<file path="src/rtl/lift53_pkg.sv">
package lift53_pkg;

    // Line phases: collect samples, two in-place lifting passes, emit results.
    typedef enum logic [1:0] {
        PH_FILL  = 2'd0,
        PH_PASS1 = 2'd1,
        PH_PASS2 = 2'd2,
        PH_DRAIN = 2'd3
    } phase_e;

endpackage

</file>
<file path="src/rtl/lift53_step.sv">
// Shared lifting arithmetic: one neighbour sum, one shift, one add/subtract.
// Predict: delta = floor((a+b)/2). Update: delta = floor((a+b+2)/4).
// The sign of the correction depends on step kind and direction.
module lift53_step #(
    parameter int OW = 10
) (
    input  logic signed [OW-1:0] ctr,
    input  logic signed [OW-1:0] nb_a,
    input  logic signed [OW-1:0] nb_b,
    input  logic                 upd,
    input  logic                 inv,
    output logic signed [OW-1:0] res
);
    localparam int SW = OW + 2;

    logic signed [SW-1:0] sum;
    logic signed [SW-1:0] shifted;
    logic signed [OW-1:0] delta;
    logic                 sub;

    always_comb begin
        sum     = {{2{nb_a[OW-1]}}, nb_a} + {{2{nb_b[OW-1]}}, nb_b}
                  + (upd ? SW'(2) : SW'(0));
        shifted = upd ? (sum >>> 2) : (sum >>> 1);
        delta   = shifted[OW-1:0];
        // forward predict and inverse update subtract; the other two add
        sub     = (upd == inv);
        res     = sub ? (ctr - delta) : (ctr + delta);
    end

endmodule

</file>
<file path="src/rtl/lift53_line_buf.sv">
// Line storage: one write port, three read ports (centre and two neighbours).
module lift53_line_buf #(
    parameter int OW    = 10,
    parameter int DEPTH = 16,
    localparam int AW   = $clog2(DEPTH)
) (
    input  logic          clk,
    input  logic          rst_n,
    input  logic          wr_en,
    input  logic [AW-1:0] wr_addr,
    input  logic [OW-1:0] wr_data,
    input  logic [AW-1:0] rd_c,
    input  logic [AW-1:0] rd_l,
    input  logic [AW-1:0] rd_r,
    output logic [OW-1:0] q_c,
    output logic [OW-1:0] q_l,
    output logic [OW-1:0] q_r
);
    logic [OW-1:0] mem [DEPTH];

    for (genvar e = 0; e < DEPTH; e++) begin : g_word
        always_ff @(posedge clk or negedge rst_n) begin
            if (!rst_n) begin
                mem[e] <= '0;
            end else if (wr_en && (wr_addr == AW'(e))) begin
                mem[e] <= wr_data;
            end
        end
    end

    assign q_c = mem[rd_c];
    assign q_l = mem[rd_l];
    assign q_r = mem[rd_r];

endmodule

</file>
<file path="src/rtl/lift53_ctrl.sv">
// Sequencer: collects the line, walks the two passes with mirrored neighbour
// addressing, then drains the results in position order.
module lift53_ctrl
    import lift53_pkg::*;
#(
    parameter int MAX_LEN = 16,
    localparam int LW     = $clog2(MAX_LEN + 1),
    localparam int AW     = $clog2(MAX_LEN)
) (
    input  logic          clk,
    input  logic          rst_n,
    input  logic          in_valid,
    input  logic          in_sol,
    input  logic          in_eol,
    input  logic          inv_mode,
    output logic          in_ready,
    output logic          wr_en,
    output logic          wr_fill,
    output logic [AW-1:0] wr_addr,
    output logic [AW-1:0] rd_c,
    output logic [AW-1:0] rd_l,
    output logic [AW-1:0] rd_r,
    output logic          step_upd,
    output logic          step_inv,
    output logic          out_valid,
    output logic          out_band,
    output logic          out_last
);
    typedef struct packed {
        phase_e        phase;
        logic [LW-1:0] cnt;
        logic [LW-1:0] len;
        logic [LW-1:0] idx;
        logic          inv;
    } ctrl_t;

    ctrl_t st_d, st_q;

    logic [LW-1:0] pos;
    logic [LW-1:0] nxt_cnt;
    logic [LW-1:0] idx_p1;
    logic [LW-1:0] idx_m1;
    logic [LW:0]   idx_p2;
    logic [LW-1:0] wr_pos;
    logic [LW-1:0] l_pos;
    logic [LW-1:0] r_pos;
    logic          inv_eff;
    logic          pass_done;

    always_comb begin
        st_d      = st_q;
        in_ready  = 1'b0;
        wr_en     = 1'b0;
        wr_fill   = 1'b0;
        out_valid = 1'b0;
        out_last  = 1'b0;

        pos       = in_sol ? '0 : st_q.cnt;
        nxt_cnt   = pos + 1'b1;
        inv_eff   = (pos == '0) ? inv_mode : st_q.inv;
        idx_p1    = st_q.idx + 1'b1;
        idx_m1    = st_q.idx - 1'b1;
        idx_p2    = {1'b0, st_q.idx} + (LW+1)'(2);
        pass_done = (idx_p2 >= {1'b0, st_q.len});
        step_upd  = (st_q.phase == PH_PASS1) ? st_q.inv : ~st_q.inv;
        step_inv  = st_q.inv;
        wr_pos    = st_q.idx;

        // mirrored neighbours: position 0 looks right twice, the last
        // position looks left twice
        l_pos     = (st_q.idx == '0) ? idx_p1 : idx_m1;
        r_pos     = (idx_p1 < st_q.len) ? idx_p1 : idx_m1;

        case (st_q.phase)
            PH_FILL: begin
                in_ready = 1'b1;
                if (in_valid) begin
                    wr_en   = 1'b1;
                    wr_fill = 1'b1;
                    wr_pos  = pos;
                    st_d.inv = inv_eff;
                    if (in_eol || (nxt_cnt == LW'(MAX_LEN))) begin
                        st_d.len = nxt_cnt;
                        st_d.cnt = '0;
                        if (nxt_cnt == LW'(1)) begin
                            st_d.phase = PH_DRAIN;
                            st_d.idx   = '0;
                        end else begin
                            st_d.phase = PH_PASS1;
                            st_d.idx   = inv_eff ? LW'(0) : LW'(1);
                        end
                    end else begin
                        st_d.cnt = nxt_cnt;
                    end
                end
            end
            PH_PASS1, PH_PASS2: begin
                wr_en = 1'b1;
                if (pass_done) begin
                    if (st_q.phase == PH_PASS1) begin
                        st_d.phase = PH_PASS2;
                        st_d.idx   = step_upd ? LW'(1) : LW'(0);
                    end else begin
                        st_d.phase = PH_DRAIN;
                        st_d.idx   = '0;
                    end
                end else begin
                    st_d.idx = idx_p2[LW-1:0];
                end
            end
            PH_DRAIN: begin
                out_valid = 1'b1;
                out_last  = (idx_p1 == st_q.len);
                if (out_last) begin
                    st_d.phase = PH_FILL;
                    st_d.idx   = '0;
                end else begin
                    st_d.idx = idx_p1;
                end
            end
            default: st_d.phase = PH_FILL;
        endcase
    end

    always_ff @(posedge clk or negedge rst_n) begin
        if (!rst_n) begin
            st_q <= '{phase: PH_FILL, cnt: '0, len: '0, idx: '0, inv: 1'b0};
        end else begin
            st_q <= st_d;
        end
    end

    assign wr_addr  = wr_pos[AW-1:0];
    assign rd_c     = st_q.idx[AW-1:0];
    assign rd_l     = l_pos[AW-1:0];
    assign rd_r     = r_pos[AW-1:0];
    assign out_band = st_q.idx[0];

endmodule

</file>
<file path="src/rtl/lift53_wavelet.sv">
// Top: reversible 5/3 lifting wavelet on one line at a time.
module lift53_wavelet #(
    parameter int IW      = 8,
    parameter int MAX_LEN = 16,
    localparam int OW     = IW + 2,
    localparam int AW     = $clog2(MAX_LEN)
) (
    input  logic          clk,
    input  logic          rst_n,
    input  logic          in_valid,
    output logic          in_ready,
    input  logic [IW-1:0] in_data,
    input  logic          in_sol,
    input  logic          in_eol,
    input  logic          inv_mode,
    output logic          out_valid,
    output logic [OW-1:0] out_data,
    output logic          out_band,
    output logic          out_last
);
    logic          wr_en;
    logic          wr_fill;
    logic [AW-1:0] wr_addr;
    logic [AW-1:0] rd_c;
    logic [AW-1:0] rd_l;
    logic [AW-1:0] rd_r;
    logic          step_upd;
    logic          step_inv;
    logic [OW-1:0] q_c;
    logic [OW-1:0] q_l;
    logic [OW-1:0] q_r;
    logic [OW-1:0] step_res;
    logic [OW-1:0] wr_data;

    lift53_ctrl #(.MAX_LEN(MAX_LEN)) u_ctrl (
        .clk      (clk),
        .rst_n    (rst_n),
        .in_valid (in_valid),
        .in_sol   (in_sol),
        .in_eol   (in_eol),
        .inv_mode (inv_mode),
        .in_ready (in_ready),
        .wr_en    (wr_en),
        .wr_fill  (wr_fill),
        .wr_addr  (wr_addr),
        .rd_c     (rd_c),
        .rd_l     (rd_l),
        .rd_r     (rd_r),
        .step_upd (step_upd),
        .step_inv (step_inv),
        .out_valid(out_valid),
        .out_band (out_band),
        .out_last (out_last)
    );

    lift53_line_buf #(.OW(OW), .DEPTH(MAX_LEN)) u_buf (
        .clk    (clk),
        .rst_n  (rst_n),
        .wr_en  (wr_en),
        .wr_addr(wr_addr),
        .wr_data(wr_data),
        .rd_c   (rd_c),
        .rd_l   (rd_l),
        .rd_r   (rd_r),
        .q_c    (q_c),
        .q_l    (q_l),
        .q_r    (q_r)
    );

    lift53_step #(.OW(OW)) u_step (
        .ctr (q_c),
        .nb_a(q_l),
        .nb_b(q_r),
        .upd (step_upd),
        .inv (step_inv),
        .res (step_res)
    );

    assign wr_data  = wr_fill ? {{2{in_data[IW-1]}}, in_data} : step_res;
    assign out_data = q_c;

endmodule

</file>
<file path="config.mk">
export PLATFORM = sky130hd
export DESIGN_NAME = lift53_wavelet
export DESIGN_NICKNAME = d
export VERILOG_FILES = /design/src/rtl/lift53_pkg.sv /design/src/rtl/lift53_step.sv /design/src/rtl/lift53_line_buf.sv /design/src/rtl/lift53_ctrl.sv /design/src/rtl/lift53_wavelet.sv
export SDC_FILE = /design/constraint.sdc
export NUM_CORES = 1
export LEC_CHECK = 0
export BUFFER_PORTS_ARGS = -buffer_cell sky130_fd_sc_hd__buf_4
export CAP_MARGIN = 20
export CORE_UTILIZATION = 58
export CTS_CLUSTER_SIZE = 40
export DETAILED_ROUTE_END_ITERATION = 16
export PLACE_DENSITY_LB_ADDON = 0.08
export SLEW_MARGIN = 40
export SYNTH_ARGS = -nofsm -noshare
export SYNTH_HDL_FRONTEND = slang
export SYNTH_HIERARCHICAL = 1
export SYNTH_SLANG_ARGS = --single-unit
</file>
<file path="constraint.sdc">
create_clock -name clk -period 8.9 [get_ports clk]
set_input_delay 1.335 -clock clk [delete_from_list [all_inputs] [get_ports clk]]
set_output_delay 1.335 -clock clk [all_outputs]
set_load 0.01 [all_outputs]
</file>
---- Word level (Yosys, flattened, before mapping) ----
Cells that the tools add are included.
Widths: inputs -> output; s select.
storage, ports and cells
  bits of input ports ..................... 14
  bits in registers ....................... 178
  output and inout port bits .............. 14
  logic and storage cells ................. 132
operators by class
  muxes and demuxes ....................... 42
  bitwise operators ....................... 4
  add/subtract/negate cells ............... 8
  eq/ne operators ......................... 26
  $lt $le $gt $ge ......................... 5
  reduce and logical (&&, ||, !) cells .... 26
operators by type and width
  cell                 count
  $bmux 10 s4          3
  $mux 10              10
  $eq 4x4->1 const B   8
  $mux 5               6
  $mux 18              1
  $eq 4x3->1 const B   4
  $logic_and 1x1->1    16
  $mux 4               4
  $ge 5x5->1 const B   3
  $not 4->5            3
  $pmux 5 s3           1
  $add 11x3->12        1
  $add 10x10->11       1
  $add 10x10->10       1
  $add 5x1->5 const B  2
  $logic_not 5->1      2
  $mux 1               10
  $mux 2               5
  $sub 10x10->10       1
  $eq 4x2->1 const B   2
  $add 5x2->6 const B  1
  $ge 6x5->1           1
  $ne 2x1->1 const B   3
  $pmux 2 s3           1
  19 further kinds     21

---- Logic depth before layout (Yosys ltp) ----
Gate-level depths: netlist (run 1).
  depth after elaboration ................. 13
  gate-level depth with buffers ........... 35
  gate-level depth less buffers ........... 33

---- Modules after synthesis ----
Netlist (run 1), hierarchy kept.
by module, submodules not included
  module           cells each  area an instance (µm²)  sequential area each (µm²)  times used
  lift53_line_buf  618         9639.2                  4003.8                      1
  lift53_ctrl      193         1657.8                  450.4                       1
  lift53_step      196         1506.4                  0.0                         1
  lift53_wavelet   11          161.4                   0.0                         1

---- Worst setup path before layout (run 1) ----
No wires, ideal clock.
  path type ............................... reg-to-reg
  start ................................... register u_ctrl.st_q, in the netlist u_ctrl/out_band
  end ..................................... register u_buf/mem[79] (netlist name)
  stages on the path, launching flop included .. 33
  setup time .............................. 0.125 ns
  data arrival time ....................... 7.578 ns
  required time ........................... 8.775 ns
  clock period less this slack ............ 7.703 ns
  slack ................................... 1.197 ns
  path buffers ............................ 2
  cells stage by stage .................... dfrtp_1 -> inv_1 -> ha_1 -> ha_1 -> nor2b_1 -> o21a_1 -> o21a_1 -> o21ai_0 -> nand2b_1 -> xor2_1 -> clkbuf_1 -> mux4_2 -> a22oi_1 -> nand2_1 -> fa_1 -> ha_1 -> fa_1 -> a211oi_1 -> o21bai_1 -> a32oi_1 -> nand3_1 -> a21o_1 -> a2bb2oi_1 -> ha_1 -> o2111ai_1 -> and4_1 -> o31ai_1 -> xor2_1 -> xnor2_1 -> xnor2_1 -> mux2_4 -> clkbuf_1 -> mux2_4
on the way
  longest elaborated chain between the ends .. 13
  elaborated cells between the ends (all ways) .. 29
  those cells by class .................... add/sub (6); order compare (1); eq/ne (1); mux (16); bitwise (3); reduce/logical (2)
ends and longest elaborated chain
  element                                                  line                   source
  from (decl)                                              lift53_ctrl.sv:37      ctrl_t st_d, st_q;
  from (signal assigned)                                   lift53_ctrl.sv:127     st_q <= '{phase: PH_FILL, cnt: '0, len: '0, idx: '0, inv: 1'b0};
  from (signal assigned)                                   lift53_ctrl.sv:129     st_q <= st_d;
  $add 5x1->5                                              lift53_ctrl.sv:61      idx_p1 = st_q.idx + 1'b1;
  $lt 5x5->1                                               lift53_ctrl.sv:72      r_pos = (idx_p1 < st_q.len) ? idx_p1 : idx_m1;
  $mux 4 (*)                                               lift53_ctrl.sv:72
  via rd_r[1]                                              lift53_wavelet.sv:26   logic [AW-1:0] rd_r;
  $not 4->5 (implied by the code) (*)                      lift53_line_buf.sv:33  assign q_r = mem[rd_r];
  $bmux 10 s4 (*)                                          lift53_line_buf.sv:33
  $mux 10 (implied by the code) (*) (2 in series)          lift53_line_buf.sv:33
  via q_r[1]                                               lift53_wavelet.sv:31   logic [OW-1:0] q_r;
  $add 10x10->11 (*)                                       lift53_step.sv:22      sum = {{2{nb_a[OW-1]}}, nb_a} + {{2{nb_b[OW-1]}}, nb_b}
  $add 11x3->12 (*)                                        lift53_step.sv:23      + (upd ? SW'(2) : SW'(0));
  $mux 10 (*)                                              lift53_step.sv:24      shifted = upd ? (sum >>> 2) : (sum >>> 1);
  $add 10x10->10 / $sub 10x10->10 (equally long branches)  lift53_step.sv:28      res = sub ? (ctr - delta) : (ctr + delta);
  $mux 10 (*)                                              lift53_step.sv:28
  via step_res[9]                                          lift53_wavelet.sv:32   logic [OW-1:0] step_res;
  $mux 10 (*)                                              lift53_wavelet.sv:79   assign wr_data = wr_fill ? {{2{in_data[IW-1]}}, in_data} : step_res;
  via wr_data[9]                                           lift53_wavelet.sv:33   logic [OW-1:0] wr_data;
  to (signal, indexed assignment)                          lift53_line_buf.sv:26  mem[e] <= wr_data;
  to (decl)                                                lift53_line_buf.sv:19  logic [OW-1:0] mem [DEPTH];
Mark *: on every way through the listed nets, which the timed path passes. The rest lies on a longest branch. The select of a mux whose other input is x is not followed.
A chain may end at the register's enable or synchronous reset.

---- Worst setup path in the final report (run 1) ----
  start ................................... register u_ctrl.st_q, in the netlist u_ctrl/rd_c[2]
  end ..................................... register u_buf/mem[89] (netlist name)
on the way
  longest elaborated chain between the ends .. 13
  elaborated cells between the ends (all ways) .. 29
  those cells by class .................... add/sub (6); order compare (1); eq/ne (1); mux (16); bitwise (3); reduce/logical (2)
ends and longest elaborated chain
  element                                                  line
  $add 5x1->5 (*)                                          lift53_ctrl.sv:61
  $lt 5x5->1 (*)                                           lift53_ctrl.sv:72
  $mux 4 (*)                                               lift53_ctrl.sv:72
  via rd_r[1]                                              lift53_wavelet.sv:26
  $not 4->5 (implied by the code) (*)                      lift53_line_buf.sv:33
  $bmux 10 s4 (*)                                          lift53_line_buf.sv:33
  $mux 10 (implied by the code) (*) (2 in series)          lift53_line_buf.sv:33
  via q_r[0]                                               lift53_wavelet.sv:31
  $add 10x10->11 (*)                                       lift53_step.sv:22
  $add 11x3->12 (*)                                        lift53_step.sv:23
  $mux 10 (*)                                              lift53_step.sv:24
  $add 10x10->10 / $sub 10x10->10 (equally long branches)  lift53_step.sv:28
  $mux 10 (*)                                              lift53_step.sv:28
  via step_res[9]                                          lift53_wavelet.sv:32
  $mux 10 (*)                                              lift53_wavelet.sv:79
  via wr_data[9]                                           lift53_wavelet.sv:33
Marked as above.

==> run_results.csv, run 1 <==
group,metric,value,unit
clocking,cts_buffers,17,
global_routing,grt_pass1_vias,8981,
timing,tightest_slew,0.887,ns
global_routing,antenna_found_initial,0,
critical_path,crit_path_end_kind,"flop",
detailed_routing,drc_errors,0,
timing,hold_viol_final,0,
global_routing,overflow,0,
logic_synthesis,synthArstFlopShare,100,%
clocking,ctsHoldBuffers,0,
timing,relSlewSlack,40.9,%
die,start_util,59.2,%
logic_synthesis,avgSynthCellArea,12.7,sq um
layout,multi_input_area,0.00810,sq mm
critical_path,arrival,8.68,ns
detailed_routing,drt-initial-drc-count,683,
clocking,post_cts_buffers,0,
detailed_routing,routed_wl,36900,um
global_routing,grt_pass1_wl,56500,um
critical_path,cp-start-kind,"flop",
min_path,hold_class,"reg2reg",
logic_synthesis,syn-num-nets,1087,
logic_synthesis,syn-instance-count,1018,
timing,fin_setup_tns,0,ns
clocking,clkSlewWorstSetupHoldPaths,0.07,ns
timing,period_needed,8.36,ns
critical_path,crit_top_cell,"ha_1",
die,pin_count,28,
outcome,status,"finished clean",
clocking,worstSkewPairLatency,0.45,ns
global_routing,grt_usage,34.4,%
logic_synthesis,synth-seq-cells,178,
layout,seq_area,0.00446,sq mm
logic_synthesis,ys_seq_area_share,34.4,%
logic_synthesis,synth_cell_type_count,78,
logic_synthesis,synth_ff_type,"dfrtp_1",
detailed_routing,vias_per_cell,7.07,
timing,grt_setup_unrepaired,"no",
timing,fin_crit_sh,93.9,%
die,die_w,152,um
critical_path,critical_path_class,"reg2reg",
layout,diodes,0,
clocking,cts.repair.resized,0,
logic_synthesis,yosysWarnings,6,
job,cap_violations,0,
timing,max_freq,120,MHz
detailed_routing,drt-pass1-iter-count,5,
place,port_buffers,27,
place,gp_congestion,0.924,
die,die_h,152,um
clocking,tritoncts,"yes",
clocking,cts_buffer_depth,2,
critical_path,cp_slowest_cell,"dfrtp_1",
logic_synthesis,syn_area,0.0130,sq mm
clocking,cts_root_buffer,"clkbuf_16",
timing,finalClockSkew,0.0158,ns
timing,finalMaxSlewViolations,0,
layout,final_layout_size_suffix_gt1_share,40.7,%
clocking,clock-sinks,178,
critical_path,cpPeakStageDelay,0.63,ns
place,dp_hpwl,24600,um
logic_synthesis,synth_edf_count,0,
layout,nets,1089,
global_routing,grt_max_degree,101,
timing,setup_violations,0,
critical_path,worst-path-max-fanout,23,
layout,area_delta_synth_final,8.19,%
place,pre_cts_ws,0.721,ns
detailed_routing,ant_nets,0,
detailed_routing,vias,9279,
die,rows,54,
detailed_routing,wire_per_inst,28.1,um
layout,fillCellCount,1685,
timing,layout_setup_ws,0.541,ns
die,coreArea,0.0219,sq mm
die,dieArea,0.0230,sq mm
clocking,htreeDepth,4,
critical_path,crit_required,9.22,ns
path summary, 6_finish.rpt:
kind | from | end | slack [ns] | cells past startpoint
worst max-delay path | u_ctrl/rd_c[2] | u_buf/mem[89] | 0.54 | 31
worst min-delay path | u_ctrl/st_q[15] | u_ctrl/st_q[15] | 0.53 | 2
worst max register to register | u_ctrl/rd_c[2] | u_buf/mem[89] | 0.54 | 31
worst min register to register | u_ctrl/st_q[15] | u_ctrl/st_q[15] | 0.53 | 2
max in group asynchronous | rst_n | u_buf/mem[156] | 6.74 | 3
min in group asynchronous | rst_n | u_ctrl/st_q[10] | 0.73 | 1
logic make-up (layout without fill, tap and decap cells):
group                    after synthesis  after routing  synth area share (%)
multiplexers                         302            302                  37.5
AO/OA/AOI/OAI                        169            169                  9.39
XOR/XNOR                              30             30                  2.03
buffers and inverters                100            115                  3.79
AND/OR/NAND/NOR                      184            184                  7.46
flip-flops                           178            178                  34.4
adder cells (fa/ha/maj)               55             55                  5.48
through the flow:
step	std cells	area (sq um)	hold slack [ns]	utilization (%)
floorplan	1018	13000	0.477	-
global placement	1280	13400	0.499	61.0
detailed placement	1280	13400	0.509	61.3
CTS	1312	14000	0.529	63.9
global route	1313	14000	0.571	64.1
finish	1313	14000	0.528	64.1
Yosys cell counts, types with 9 or more instances:
master	number	area [sq um]
dfrtp_1	178	4450
a21o_1	9	67.6
buf_1	9	33.8
nor2b_1	10	62.6
nand2b_1	12	75.1
nand2_1	67	251
mux2_2	144	1620
buf_4	18	135
xor2_1	14	123
nor2_1	29	109
clkbuf_1	29	109
a21oi_1	23	115
o21ai_0	20	100
a22oi_1	63	473
mux4_2	120	2700
ha_1	52	651
xnor2_1	16	140
inv_1	30	113
nand3_1	11	55.1
mux2_4	31	465
sequential cells by signal, summed over array words and instances, names as in the netlist:
| signal | count |
|---|---|
| u_buf/mem | 160 |
| u_ctrl/out_band | 1 |
| u_ctrl/rd_c | 3 |
| u_ctrl/st_q | 13 |
| u_ctrl/step_inv | 1 |
final cells by class:
class	instances	share of cell area, %
clock buffers	19	3.16
clock inverters	13	0.963
inverters	30	0.803
multi-input cells	740	57.7
flip-flops and latches	178	31.8
well taps	280	2.50
repair buffers	53	3.06
layout by cell type, fill, tap and decap left out, types with 5 or more instances in the layout:
cell type  Yosys  final
dfrtp_1      178    176
mux2_2       144    144
mux4_2       120    120
nand2_1       67     67
a22oi_1       63     63
ha_1          52     52
buf_4         18     50
mux2_4        31     31
nor2_1        29     29
inv_1         30     27
a21oi_1       23     23
o21ai_0       20     20
clkbuf_16      0     17
xnor2_1       16     15
xor2_1        14     13
nand3_1       11     11
nor2b_1       10      9
nand2b_1      12      9
nor2_4         2      9
a21o_1         9      9
nor3_1         8      8
o21a_1         7      7
o21bai_1       7      7
mux2i_1        6      6
inv_8          0      5
and2_1         5      5
critical path, delay by kind of cell, from the launching register on:
kind | cells | cell delay, ns
AOI/OAI and AO/OA | 10 | 2.06
xor gates and xnor gates | 5 | 1.07
adders and majority gates | 5 | 1.87
buffers and inverters | 2 | 0.53
DFF | 1 | 0.63
muxes | 3 | 1.03
and+or+nand+nor | 6 | 1.03
routing by layer:
metal / vias to the layer above / GRT usage [%] / routed length [um]
li1: 3952 / - / -
met1: 4809 / 47.3 / 15400
met2: 419 / 52.6 / 16900
met3: 99 / 7.84 / 2940
met4: 0 / 15.1 / 1700
met5: - / 0 / 0
Power of run 1 is not shown: default switching activity piles up to over one toggle a cycle in this logic, so the estimate is an artifact.
==> run 2, diff against run 1 <==
--- a/config.mk
+++ b/config.mk
@@ -10,7 +10,7 @@
 export CORE_UTILIZATION = 58
 export CTS_CLUSTER_SIZE = 40
 export DETAILED_ROUTE_END_ITERATION = 16
-export PLACE_DENSITY_LB_ADDON = 0.08
+export PLACE_DENSITY = 0.83
 export SLEW_MARGIN = 40
 export SYNTH_ARGS = -nofsm -noshare
 export SYNTH_HDL_FRONTEND = slang
==> run 2 against run 1 <==
Effect of this change: critical path depth is 1 lower; flip-flop and latch count unchanged; count of clock-buffer cells in the layout rose by 2; die area is the same; core utilization decreased by 0.20 points; final cell count fell by 0.15%; via count is 2.8% higher; design area decreased by 0.31%; register-to-register slack lost 0.07 ns; critical path type unchanged; setup slack got worse by 0.069 ns; fmax fell by 0.82%.
==> run_results.csv, run 2 (synthesis results as in run 1) <==
group,metric,value,unit
layout,final_layout_size_suffix_gt1_share,40.5,%
layout,layout_common_cells,"176 x dfrtp_1, 144 x mux2_2, 120 x mux4_2",
layout,nets,1086,
critical_path,r2r-end,"u_buf/mem[89]",
global_routing,antenna_found_initial,0,
outcome,status,"finished clean",
clocking,cts.repair.resized,0,
layout,seq_area,0.00446,sq mm
timing,whs,0.529,ns
clocking,clock-sinks,178,
timing,fin_crit_sh,94.7,%
critical_path,cp_slowest_cell,"dfrtp_1",
critical_path,arrival,8.75,ns
critical_path,endpoint,"u_buf/mem[89]",
die,die_h,152,um
clocking,clkSlewWorstSetupHoldPaths,0.08,ns
layout,area_delta_synth_final,7.86,%
global_routing,grt_pass1_wl,56400,um
global_routing,grt_pass1_vias,9698,
die,pin_count,28,
clocking,cts_buffer_depth,2,
critical_path,r2r_start,"u_ctrl/rd_c[2]",
timing,relSlewSlack,38.3,%
place,port_buffers,27,
timing,tightest_slew,0.922,ns
timing,period_needed,8.43,ns
job,cap_violations,0,
critical_path,rrSetupSlack,0.47,ns
critical_path,worst-path-max-fanout,16,
global_routing,grt_usage,33.9,%
critical_path,startpoint,"u_ctrl/rd_c[2]",
timing,hold_viol_final,0,
critical_path,crit_path_end_kind,"flop",
layout,top_register,"u_buf/mem",
timing,setup_violations,0,
detailed_routing,wire_per_inst,27.7,um
critical_path,ff2ff_path_depth,30,
timing,finalClockSkew,0.0146,ns
timing,finalMaxSlewViolations,0,
min_path,hold_class,"reg2reg",
die,start_util,59.2,%
critical_path,crit_top_cell,"ha_1",
detailed_routing,ant_nets,0,
layout,layout_commonest_cell,"dfrtp_1",
detailed_routing,routed_wl,36300,um
clocking,worstSkewPairLatency,0.44,ns
layout,largest_reg_flops,160,
layout,multi_input_area,0.00809,sq mm
clocking,cts_buffers,17,
global_routing,overflow,0,
place,gp_congestion,0.949,
detailed_routing,vias_per_cell,7.28,
timing,fin_setup_tns,0,ns
critical_path,crit_required,9.22,ns
timing,max_freq,119,MHz
layout,fillCellCount,1621,
critical_path,cp-start-kind,"flop",
critical_path,critical_path_class,"reg2reg",
die,rows,54,
clocking,htreeDepth,4,
die,dieArea,0.0230,sq mm
critical_path,cpPeakStageDelay,0.61,ns
detailed_routing,drt-pass1-iter-count,5,
clocking,tritoncts,"yes",
clocking,cts_root_buffer,"clkbuf_16",
die,coreArea,0.0219,sq mm
global_routing,grt_max_degree,67,
detailed_routing,vias,9541,
detailed_routing,drt-initial-drc-count,866,
die,die_w,152,um
detailed_routing,drc_errors,0,
timing,grt_setup_unrepaired,"no",
place,dp_hpwl,23800,um
-- run 2: worst max-delay path: cells and delay by family, from the launching register on --
family / cells / cell delay [ns]
xor gates and xnor gates: 4 / 0.71
DFF: 1 / 0.61
and+or+nand+nor: 6 / 1.55
muxes: 3 / 1.08
buffers and inverters: 1 / 0.11
adders and majority gates: 6 / 2.29
AOI/OAI and AO/OA: 10 / 1.94
-- run 2: worst min path at each step --
stage | from | end | slack [ns] | depth (start not counted)
3_3_place_gp | u_ctrl/st_q[15] | u_ctrl/st_q[15] | 0.50 | 2
4_1_cts | u_ctrl/st_q[15] | u_ctrl/st_q[15] | 0.53 | 2
6_report | u_ctrl/st_q[15] | u_ctrl/st_q[15] | 0.53 | 2
2_1_floorplan | u_ctrl/st_q[15] | u_ctrl/st_q[15] | 0.48 | 2
5_1_grt | u_buf/mem[64] | u_buf/mem[64] | 0.57 | 1
3_5_place_dp | u_ctrl/st_q[15] | u_ctrl/st_q[15] | 0.51 | 2
-- run 2: final cells by class --
class	count	share of cell area, %
tap	280	2.51
sequential	178	31.9
antenna	1	0.0179
clock buffer	21	3.36
multi-input combinational	740	57.9
clock inverter	11	0.680
inverter	30	0.841
timing repair buffer	50	2.85
-- run 2: per-stage QoR --
stage | cell area (sq um) | util (%) | instances | setup slack [ns]
after floorplan | 13000 | - | 1018 | 1.20
after global placement | 13300 | 60.9 | 1276 | 0.785
after detailed placement | 13400 | 61.1 | 1276 | 0.557
after CTS | 13900 | 63.7 | 1308 | 0.432
after global routing | 14000 | 63.9 | 1310 | 0.141
final | 14000 | 63.9 | 1311 | 0.472
-- run 2: repair_timing --
action	CTS	global route
hold buffers	0	0
endpoints found under the setup margin	0	16
buffers inserted	0	2
-- run 2: layer usage --
layer  up-vias  part of all wire (%)  track usage (%)
met5         -                     0                0
met4         0                   6.4             20.6
met3       164                    11             9.61
met2       613                    46             52.6
met1      4834                    36             42.2
li1       3930                     -                -
Power of run 2 is left out for the same reason.
